<file path="src/rtl/split_bal_pkg.sv">
package split_bal_pkg;
  localparam int FRAC_W = 8;

  typedef enum logic {
    UNIT_PRI = 1'b0,
    UNIT_SEC = 1'b1
  } unit_e;
endpackage

</file>
<file path="src/rtl/unit_timer.sv">
module unit_timer #(
  parameter int TIMEOUT = 1024,
  parameter int CNT_W   = 11
) (
  input  logic             clk,
  input  logic             rst_n,
  input  logic             start,
  input  logic             done,
  output logic             running,
  output logic             finished,
  output logic [CNT_W-1:0] elapsed
);
  localparam logic [CNT_W-1:0] LIMIT = CNT_W'(TIMEOUT);

  logic [CNT_W-1:0] cnt_inc;
  assign cnt_inc = elapsed + 1'b1;

  always_ff @(posedge clk) begin
    if (!rst_n) begin
      running  <= 1'b0;
      finished <= 1'b0;
      elapsed  <= '0;
    end else if (start) begin
      running  <= 1'b1;
      finished <= 1'b0;
      elapsed  <= '0;
    end else if (running) begin
      elapsed <= cnt_inc;
      if (done) begin
        running  <= 1'b0;
        finished <= 1'b1;
      end else if (cnt_inc == LIMIT) begin
        running <= 1'b0;
      end
    end
  end

  // a frame start arms the counter from zero
  a_r3_arm: assert property (@(posedge clk) disable iff (!rst_n)
    start |=> (running && elapsed == '0 && !finished));

  // the first done stops the count and marks the unit finished
  a_r3_stop: assert property (@(posedge clk) disable iff (!rst_n)
    (running && done && !start) |=> (!running && finished));

  // the count never passes the timeout limit
  a_r7_bound: assert property (@(posedge clk) disable iff (!rst_n)
    elapsed <= LIMIT);

  // reaching the limit without done leaves the unit unfinished
  a_r7_expire: assert property (@(posedge clk) disable iff (!rst_n)
    (running && !done && !start && cnt_inc == LIMIT) |=> (!running && !finished));
endmodule

</file>
<file path="src/rtl/split_calc.sv">
module split_calc #(
  parameter int ROW_W      = 11,
  parameter int CNT_W      = 11,
  parameter int GAIN_SHIFT = 1
) (
  input  logic [ROW_W-1:0] cur_split,
  input  logic [ROW_W-1:0] height,
  input  logic [ROW_W-1:0] min_row,
  input  logic [ROW_W-1:0] max_row,
  input  logic [CNT_W-1:0] t_pri,
  input  logic [CNT_W-1:0] t_sec,
  input  logic             have_hist,
  output logic [ROW_W-1:0] nxt_split
);
  localparam int SUM_W  = CNT_W + 1;
  localparam int PROD_W = CNT_W + ROW_W + 1;
  localparam int ACC_W  = ROW_W + 2;

  logic                     sec_slower;
  logic [CNT_W-1:0]         diff_mag;
  logic [SUM_W-1:0]         t_sum;
  logic [PROD_W-1:0]        prod;
  logic [PROD_W-1:0]        quot;
  logic [ROW_W-1:0]         step;
  logic signed [ACC_W-1:0]  base;
  logic signed [ACC_W-1:0]  acc;
  logic signed [ACC_W-1:0]  lo;
  logic signed [ACC_W-1:0]  hi;

  always_comb begin
    sec_slower = t_sec > t_pri;
    diff_mag   = sec_slower ? (t_sec - t_pri) : (t_pri - t_sec);
    t_sum      = {1'b0, t_pri} + {1'b0, t_sec};
    prod       = PROD_W'(diff_mag) * PROD_W'(height);
    quot       = (t_sum == '0) ? '0 : (prod / PROD_W'(t_sum));
    step       = ROW_W'(quot >> GAIN_SHIFT);
    base       = signed'({2'b00, cur_split});
    lo         = signed'({2'b00, min_row});
    hi         = signed'({2'b00, max_row});
    if (!have_hist)
      acc = signed'({2'b00, height >> 1});
    else if (sec_slower)
      acc = base + signed'({2'b00, step});
    else
      acc = base - signed'({2'b00, step});
    if (acc < lo)
      nxt_split = min_row;
    else if (acc > hi)
      nxt_split = max_row;
    else
      nxt_split = ROW_W'(acc);
  end
endmodule

</file>
<file path="src/rtl/frac_calc.sv">
module frac_calc
  import split_bal_pkg::*;
#(
  parameter int ROW_W = 11
) (
  input  logic [ROW_W-1:0]  split,
  input  logic [ROW_W-1:0]  height,
  output logic [FRAC_W-1:0] frac
);
  localparam int NUM_W = ROW_W + FRAC_W;

  logic [NUM_W-1:0] num;
  logic [NUM_W-1:0] q;

  always_comb begin
    num = {split, {FRAC_W{1'b0}}};
    q   = (height == '0) ? '0 : (num / NUM_W'(height));
    if (q >= NUM_W'(1 << FRAC_W))
      frac = '1;
    else
      frac = FRAC_W'(q);
  end
endmodule

</file>
<file path="src/rtl/split_balance_ctrl.sv">
module split_balance_ctrl
  import split_bal_pkg::*;
#(
  parameter int ROW_W      = 11,
  parameter int TIMEOUT    = 1 << 20,
  parameter int GAIN_SHIFT = 1
) (
  input  logic              clk,
  input  logic              rst_n,
  input  logic              frame_start,
  input  logic              pri_done,
  input  logic              sec_done,
  input  logic [ROW_W-1:0]  frame_height,
  input  logic [ROW_W-1:0]  min_row,
  input  logic [ROW_W-1:0]  max_row,
  input  logic [ROW_W-1:0]  line_row,
  output logic [ROW_W-1:0]  split_row,
  output logic [FRAC_W-1:0] split_frac,
  output logic              line_from_sec
);
  localparam int CNT_W = $clog2(TIMEOUT + 1);

  logic [1:0]       done_vec;
  logic [1:0]       run_vec;
  logic [1:0]       fin_vec;
  logic [CNT_W-1:0] t_vec [2];
  logic [ROW_W-1:0] nxt_split;
  logic             have_hist;

  assign done_vec[UNIT_PRI] = pri_done;
  assign done_vec[UNIT_SEC] = sec_done;

  for (genvar g = 0; g < 2; g++) begin : g_unit
    unit_timer #(
      .TIMEOUT (TIMEOUT),
      .CNT_W   (CNT_W)
    ) timer_i (
      .clk      (clk),
      .rst_n    (rst_n),
      .start    (frame_start),
      .done     (done_vec[g]),
      .running  (run_vec[g]),
      .finished (fin_vec[g]),
      .elapsed  (t_vec[g])
    );
  end

  assign have_hist = fin_vec[UNIT_PRI] & fin_vec[UNIT_SEC];

  split_calc #(
    .ROW_W      (ROW_W),
    .CNT_W      (CNT_W),
    .GAIN_SHIFT (GAIN_SHIFT)
  ) calc_i (
    .cur_split (split_row),
    .height    (frame_height),
    .min_row   (min_row),
    .max_row   (max_row),
    .t_pri     (t_vec[UNIT_PRI]),
    .t_sec     (t_vec[UNIT_SEC]),
    .have_hist (have_hist),
    .nxt_split (nxt_split)
  );

  always_ff @(posedge clk) begin
    if (!rst_n)
      split_row <= '0;
    else if (frame_start)
      split_row <= nxt_split;
  end

  frac_calc #(
    .ROW_W (ROW_W)
  ) frac_i (
    .split  (split_row),
    .height (frame_height),
    .frac   (split_frac)
  );

  assign line_from_sec = (line_row >= split_row);

  // the split holds between frame boundaries
  a_r6_hold: assert property (@(posedge clk) disable iff (!rst_n)
    !frame_start |=> $stable(split_row));

  // a new split lies within the bounds sampled at the boundary
  a_r5_clamp: assert property (@(posedge clk) disable iff (!rst_n)
    (frame_start && min_row <= max_row) |=>
      (split_row >= $past(min_row) && split_row <= $past(max_row)));

  // without both timings the split recenters
  a_r7_recenter: assert property (@(posedge clk) disable iff (!rst_n)
    (frame_start && !have_hist && min_row <= (frame_height >> 1) &&
     (frame_height >> 1) <= max_row) |=> (split_row == ($past(frame_height) >> 1)));

  // equal timings with an in-range split leave it unchanged
  a_r10_equal: assert property (@(posedge clk) disable iff (!rst_n)
    (frame_start && have_hist && t_vec[UNIT_PRI] == t_vec[UNIT_SEC] &&
     split_row >= min_row && split_row <= max_row) |=> $stable(split_row));
endmodule

</file>
<file path="config.mk">
export PLATFORM = sky130hd
export DESIGN_NAME = split_balance_ctrl
export DESIGN_NICKNAME = d
export VERILOG_FILES = /design/src/rtl/split_bal_pkg.sv /design/src/rtl/unit_timer.sv /design/src/rtl/split_calc.sv /design/src/rtl/frac_calc.sv /design/src/rtl/split_balance_ctrl.sv
export SDC_FILE = /design/constraint.sdc
export NUM_CORES = 2
export LEC_CHECK = 0
export BUFFER_PORTS_ARGS = -buffer_cell sky130_fd_sc_hd__buf_2
export CAP_MARGIN = 0
export CORE_AREA = 2 2 282 284
export DETAILED_ROUTE_END_ITERATION = 7
export DIE_AREA = 0 0 284 286
export PLACE_DENSITY = 0.78
export SLEW_MARGIN = 5
export SYNTH_ARGS = -nofsm -noshare
export SYNTH_HDL_FRONTEND = slang
export SYNTH_HIERARCHICAL = 1
export SYNTH_SLANG_ARGS = --single-unit
</file>
<file path="constraint.sdc">
create_clock -name clk -period 118.8 [get_ports clk]
set_input_delay 5.94 -clock clk [delete_from_list [all_inputs] [get_ports clk]]
set_output_delay 5.94 -clock clk [all_outputs]
set_load 0.005 [all_outputs]
</file>
Word level (Yosys, flattened, before mapping)
Cells that the tools add are included.
- add/sub/neg operators: 7
- multiply operators: 1
- divide/modulo/power cells: 2
- magnitude comparators: 5
- equal/unequal tests: 2
- shift operators: 0
- multiplexer cells: 16
- bitwise gates (word level): 2
- reductions and logical operators: 5
- operators by type and width (operator ; count):
    adder 21 x 1 -> 21 bit (second input constant) ; 2
    == test 21 bit (second input constant) ; 2
    subtractor 21 bit ; 2
    divider 32 x 22 -> 33 bit ; 1
    multiplier 21 x 11 -> 32 bit ; 1
    two-way mux 13 bit ; 2
    adder 21 x 21 -> 22 bit ; 1
    zero test 22 bit ; 1
    two-way mux 11 bit ; 2
    > comparator 21 bit ; 1
    two-way mux 21 bit ; 1
    divider 19 x 11 -> 19 bit ; 1
    greater-or-equal comparator 19 x 9 -> 1 bit (second input constant) ; 1
    two-way mux 19 bit ; 1
    > comparator 13 x 12 -> 1 bit ; 1
    < comparator 13 x 12 -> 1 bit ; 1
    adder 11 x 11 -> 12 bit ; 1
    two-way mux 12 bit ; 1
    subtractor 11 x 11 -> 12 bit ; 1
    greater-or-equal comparator 11 bit ; 1
    zero test 11 bit ; 1
    two-way mux 1 bit ; 8
    two-way mux 8 bit ; 1
    AND reduction 2 bit ; 2
    other kinds (3) ; 3
- bits in registers: 57
- latch bits: 0
- bits in writable memories: 0
- bits in read-only memories: 0
- input bits: 49
- output and inout port bits: 20
- word-level logic and storage cells: 47
- memories kept: 0

Depth between registers and ports, before layout
- word-level depth: 11
- depth in mapped cells: 527
- mapped depth without buffers: 491

Cells and area by module
Netlist, hierarchy kept.
- by module, submodules not included (module ; instances ; cells an instance ; area each (µm²) ; seq. area each (µm²)):
    split_calc ; 1 ; 5238 ; 37552.3 ; 0.0
    frac_calc ; 1 ; 1305 ; 9349.0 ; 0.0
    unit_timer ; 2 ; 170 ; 1342.5 ; 460.4
    split_balance_ctrl ; 1 ; 73 ; 691.9 ; 220.2

Worst setup path before layout
No wires, ideal clock.
- path type: input-to-reg
- from: in frame_height[3]
- to: reg split_row[9]
- library setup time: 0.116 ns
- arrival time: 99.717 ns
- data required time: 118.684 ns
- slack: 18.967 ns
- cell stages on the path: 467
- buffers on the path: 44
- path through: clkbuf_1 clkbuf_1 nand2_1 fa_1 fa_1 inv_1 fa_1 fa_1 inv_1 fa_1 inv_1 ha_1 a21oi_1 o21ai_0 a21o_1 a221oi_1 a22oi_1 or4b_2 [... 431 more ...] or2_2 a21oi_1 xnor2_1 o21ai_0 a21oi_1 ha_1 nor2b_1 o21ai_0 nand2b_1 a21oi_1 a41oi_1 nor2_1 or2_2 clkbuf_1 nor2b_1 o31ai_1 mux2i_1 nor2b_1
- longest elaborated chain between the ends: 9
- elaborated cells on any way between the ends: 11
- those cells by class: add/sub: 2; mul: 1; div: 1; order compare: 2; mux: 5
- ends and longest elaborated chain (item ; RTL line ; RTL):
    start: declaration ; split_balance_ctrl.sv:13 ; input logic [ROW_W-1:0] frame_height,
    multiplier 21 x 11 -> 32 bit ; split_calc.sv:34 ; prod = PROD_W'(diff_mag) * PROD_W'(height);
    divider 32 x 22 -> 33 bit ; split_calc.sv:35 ; quot = (t_sum == '0) ? '0 : (prod / PROD_W'(t_sum));
    two-way mux 12 bit ; split_calc.sv:35 ;
    subtractor 11 x 11 -> 12 bit / adder 11 x 11 -> 12 bit (equally long branches) ; split_calc.sv:45, split_calc.sv:43 ;
    two-way mux 13 bit ; split_calc.sv:42 ; else if (sec_slower)
    two-way mux 13 bit (*) ; split_calc.sv:40 ; if (!have_hist)
    > comparator 13 x 12 -> 1 bit ; split_calc.sv:48 ; else if (acc > hi)
    two-way mux 11 bit ; split_calc.sv:48 ;
    two-way mux 11 bit (*) ; split_calc.sv:46 ; if (acc < lo)
    named net nxt_split[9] ; split_balance_ctrl.sv:27 ; logic [ROW_W-1:0] nxt_split;
    end signal: assignment ; split_balance_ctrl.sv:69 ; split_row <= nxt_split;
    end: declaration ; split_balance_ctrl.sv:17 ; output logic [ROW_W-1:0] split_row,
Mark *: on every way through the listed nets, which the timed path passes. The rest lies on a longest branch.
A chain may end at the register's enable or synchronous reset.

Worst setup path in the final report
- from: in frame_height[10]
- to: reg split_row[3]
The elaborated chain is that of the path after synthesis.

==> impl_metrics.yaml <==
run_status:
  outcome: "completed"
sta:
  period_minus_slack_ns: 111.13
  fin_crit_sh_pct: 93.5
  setup_viol_count_final: 0
  grt_setup_unrepaired: "no"
  timing.final.max_slew_violations: 0
  relSlewSlack_pct: 19.9
  timing_worst_slew_pin_value_ns: 1.19
  final.setup_skew_ns: 0.00688
  final_hold_viol_count: 0
  max_freq_mhz: 9.00
  finalWorstSetupSlack_ns: 7.67
  timing.hold.ws_ns: 0.461
  totalNegativeSetupSlack_ns: 0
synth:
  post_synth_main_area_contributors: "sky130_fd_sc_hd__ha_1 (20%), sky130_fd_sc_hd__fa_1 (7.0%), sky130_fd_sc_hd__xnor2_1 (5.2%)"
  syn_area_per_cell_um2: 7.23
  synth_fp_nets: 7993
  synth_top_area_share_pct: 20.2
  async_set_reset_flop_share_out_of_synthesis_pct: 0
  netlist_instances: 6956
  synth_warnings: 6
  postSynthRegisterBits: 57
  synth.distinct_cells: 146
  synthDominantAreaCellType: "sky130_fd_sc_hd__ha_1"
  seq_area_frac_synth_pct: 2.27
  mappedNetlistArea_mm2: 0.0503
  ys.flop_type: "sky130_fd_sc_hd__dfxtp_1"
  synth_enable_flop_cells: 0
global_route:
  grt_start_max_net_pins: 54
  groute.usage.overall_pct: 40.7
  first_pass_grt_wire_length_um: 270000
  antenna_found_initial: 5
  grt_overflow: 0
  first_global_vias: 50200
drt:
  route.antenna.remaining_nets: 0
  drt-pass1-iter-count: 8
  vias_per_cell: 6.71
  drc_errors: 0
  wl_per_cell_um: 21.5
  first_iter_violations: 5886
  detail_route.wirelength_um: 171000
  dr_total_vias: 53400
job:
  max_cap_viol_count: 0
clock_network:
  cts-buffers-inserted: 9
  cts_buffer_depth: 2
  post_cts.repair.setup_buffers: 0
  post_cts_resized: 0
  clk-insertion-delay-late_ns: 0.35
  count_of_hold_fix_buffers_inserted_at_cts: 0
  clk_root_buffer_cell: "sky130_fd_sc_hd__clkbuf_16"
  clock_tree.htree_level_count: 3
  cts_tree: "built"
  clock_pin_slew_worst_setup_and_hold_paths_ns: 0.05
  clock-sinks: 57
worst_setup_path:
  critical_path_class: "input port to register"
  worst_setup_end_kind: "register"
  cpMostUsedCell: "sky130_fd_sc_hd__o21a_1"
  crit_path_top_delay_cell: "sky130_fd_sc_hd__and3_1"
  critPathMaxFanout: 38
  timing.critical_path.required_ns: 119.04
  startpoint_type: "input port"
  critical_path_arrival_ns: 111.37
  critPathMaxStageDelay_ns: 0.78
floorplanning:
  fp.dieH_um: 286
  floorplan.die_area_mm2: 0.0812
  initial_core_util_pct: 64.2
  placeableCoreArea_mm2: 0.0784
  num_rows: 103
  ioPinCount: 69
  die_boundary_width_um: 284
layout:
  layout.cells.non_filler: 7960
  fillerInstances: 7067
  syn2layout_area_growth_pct: 3.82
  finish.net_count: 7939
  layout-drive-gt1-share_pct: 8.25
placement:
  place_ws_ns: 8.62
  buffer_ports.inserted: 68
  gp_congestion: 1.12
  placed_cells_incl_taps: 7941
  hpwlAfterDp_um: 139000
hold_path:
  hp-class: "register to register"
[per-layer routing]
metal  wire length (µm)  global-route usage, %
met1              71200                   53.9
met2              71800                   63.3
met3              18500                   7.91
met4               9780                   19.9
met5                 12                      0
[layout by cell type (no fill, tap or decap), types with 156 or more instances in the layout]
cell type,synthesis,layout
sky130_fd_sc_hd__nor2_1,628,621
sky130_fd_sc_hd__xor2_1,157,156
sky130_fd_sc_hd__ha_1,812,811
sky130_fd_sc_hd__a21oi_1,519,519
sky130_fd_sc_hd__nor3_1,240,237
sky130_fd_sc_hd__inv_1,472,471
sky130_fd_sc_hd__xnor2_1,300,286
sky130_fd_sc_hd__a21o_1,214,214
sky130_fd_sc_hd__fa_1,176,176
sky130_fd_sc_hd__o21ai_0,340,340
sky130_fd_sc_hd__mux2_2,164,164
sky130_fd_sc_hd__o21a_1,214,214
sky130_fd_sc_hd__nand2_1,667,667
[synthesized netlist by cell type (all sizes together) (17+ instances only)]
| master | instances |
|---|---|
| buf | 66 |
| o21ai | 365 |
| nor4 | 58 |
| a211oi | 60 |
| nor2 | 640 |
| o21a | 215 |
| o31a | 22 |
| xnor2 | 300 |
| a211o | 18 |
| nor2b | 127 |
| dfxtp | 57 |
| a21o | 214 |
| inv | 478 |
| clkbuf | 151 |
| o22ai | 26 |
| a21oi | 530 |
| o31ai | 104 |
| xor2 | 157 |
| mux2 | 175 |
| o21bai | 56 |
| o211a | 18 |
| o211ai | 58 |
| mux2i | 56 |
| and3 | 55 |
| a31oi | 59 |
| or2 | 71 |
| and2 | 156 |
| or4 | 24 |
| nor3 | 245 |
| or3 | 72 |
| nand3 | 153 |
| nand4 | 87 |
| a21boi | 35 |
| nand2 | 667 |
| nand2b | 85 |
| ha | 812 |
| and4 | 17 |
| fa | 176 |
| o2111ai | 21 |
[per-stage QoR]
stage,util (%),cell area (µm²)
after floorplan,-,50300
after global placement,66.1,51800
after detailed placement,66.1,51800
after CTS,66.5,52100
after global routing,66.6,52200
final,66.6,52200
[area by class of cell]
type                    count  area [µm²]  share of cell area (%)
diodes                      3        7.51                  0.0144
clock buffers               9         225                   0.431
clock inverters             7        60.1                   0.115
inverters                 478        1790                    3.44
multi-input cells        6204       46700                    89.4
flip-flops and latches     57        1140                    2.19
well taps                1050        1310                    2.52
repair buffers            152         971                    1.86
[critical path: cells and delay by family]
kind / cells / cell delay [ns]
buffers and inverters: 13 / 2.48
xor gates and xnor gates: 1 / 0.14
muxes: 7 / 2.30
and+or+nand+nor: 127 / 30.45
AOI/OAI and AO/OA: 254 / 55.95
adders and majority gates: 40 / 13.85
[worst paths after layout]
path	cells past startpoint	slack (ns)	start	to
setup / recovery	442	7.67	frame_height[10]	split_row[3]
hold / removal	2	0.46	g_unit[1].timer_i/finished	g_unit[1].timer_i/finished
setup reg to reg	474	8.07	g_unit[0].timer_i/elapsed[1]	split_row[3]
hold reg to reg	2	0.46	g_unit[1].timer_i/finished	g_unit[1].timer_i/finished
[cells by family after synthesis]
| kind of cell | share of synthesized area [%] |
|---|---|
| compound gates | 27.1 |
| flops | 2.27 |
| buf+inv | 5.47 |
| simple gates | 24.8 |
| mux | 5.11 |
| xor+xnor | 7.96 |
| fa+ha+maj | 27.3 |
| other cells | 0.00746 |
[registers in the layout, indices dropped and copies added (netlist names)]
| signal | cells |
|---|---|
| g_unit.timer_i/elapsed | 42 |
| split_row | 11 |
| g_unit.timer_i/finished | 2 |
| g_unit.timer_i/running | 2 |
Power is not shown: default switching activity piles up to over one toggle a cycle in this logic, so the estimate is an artifact.
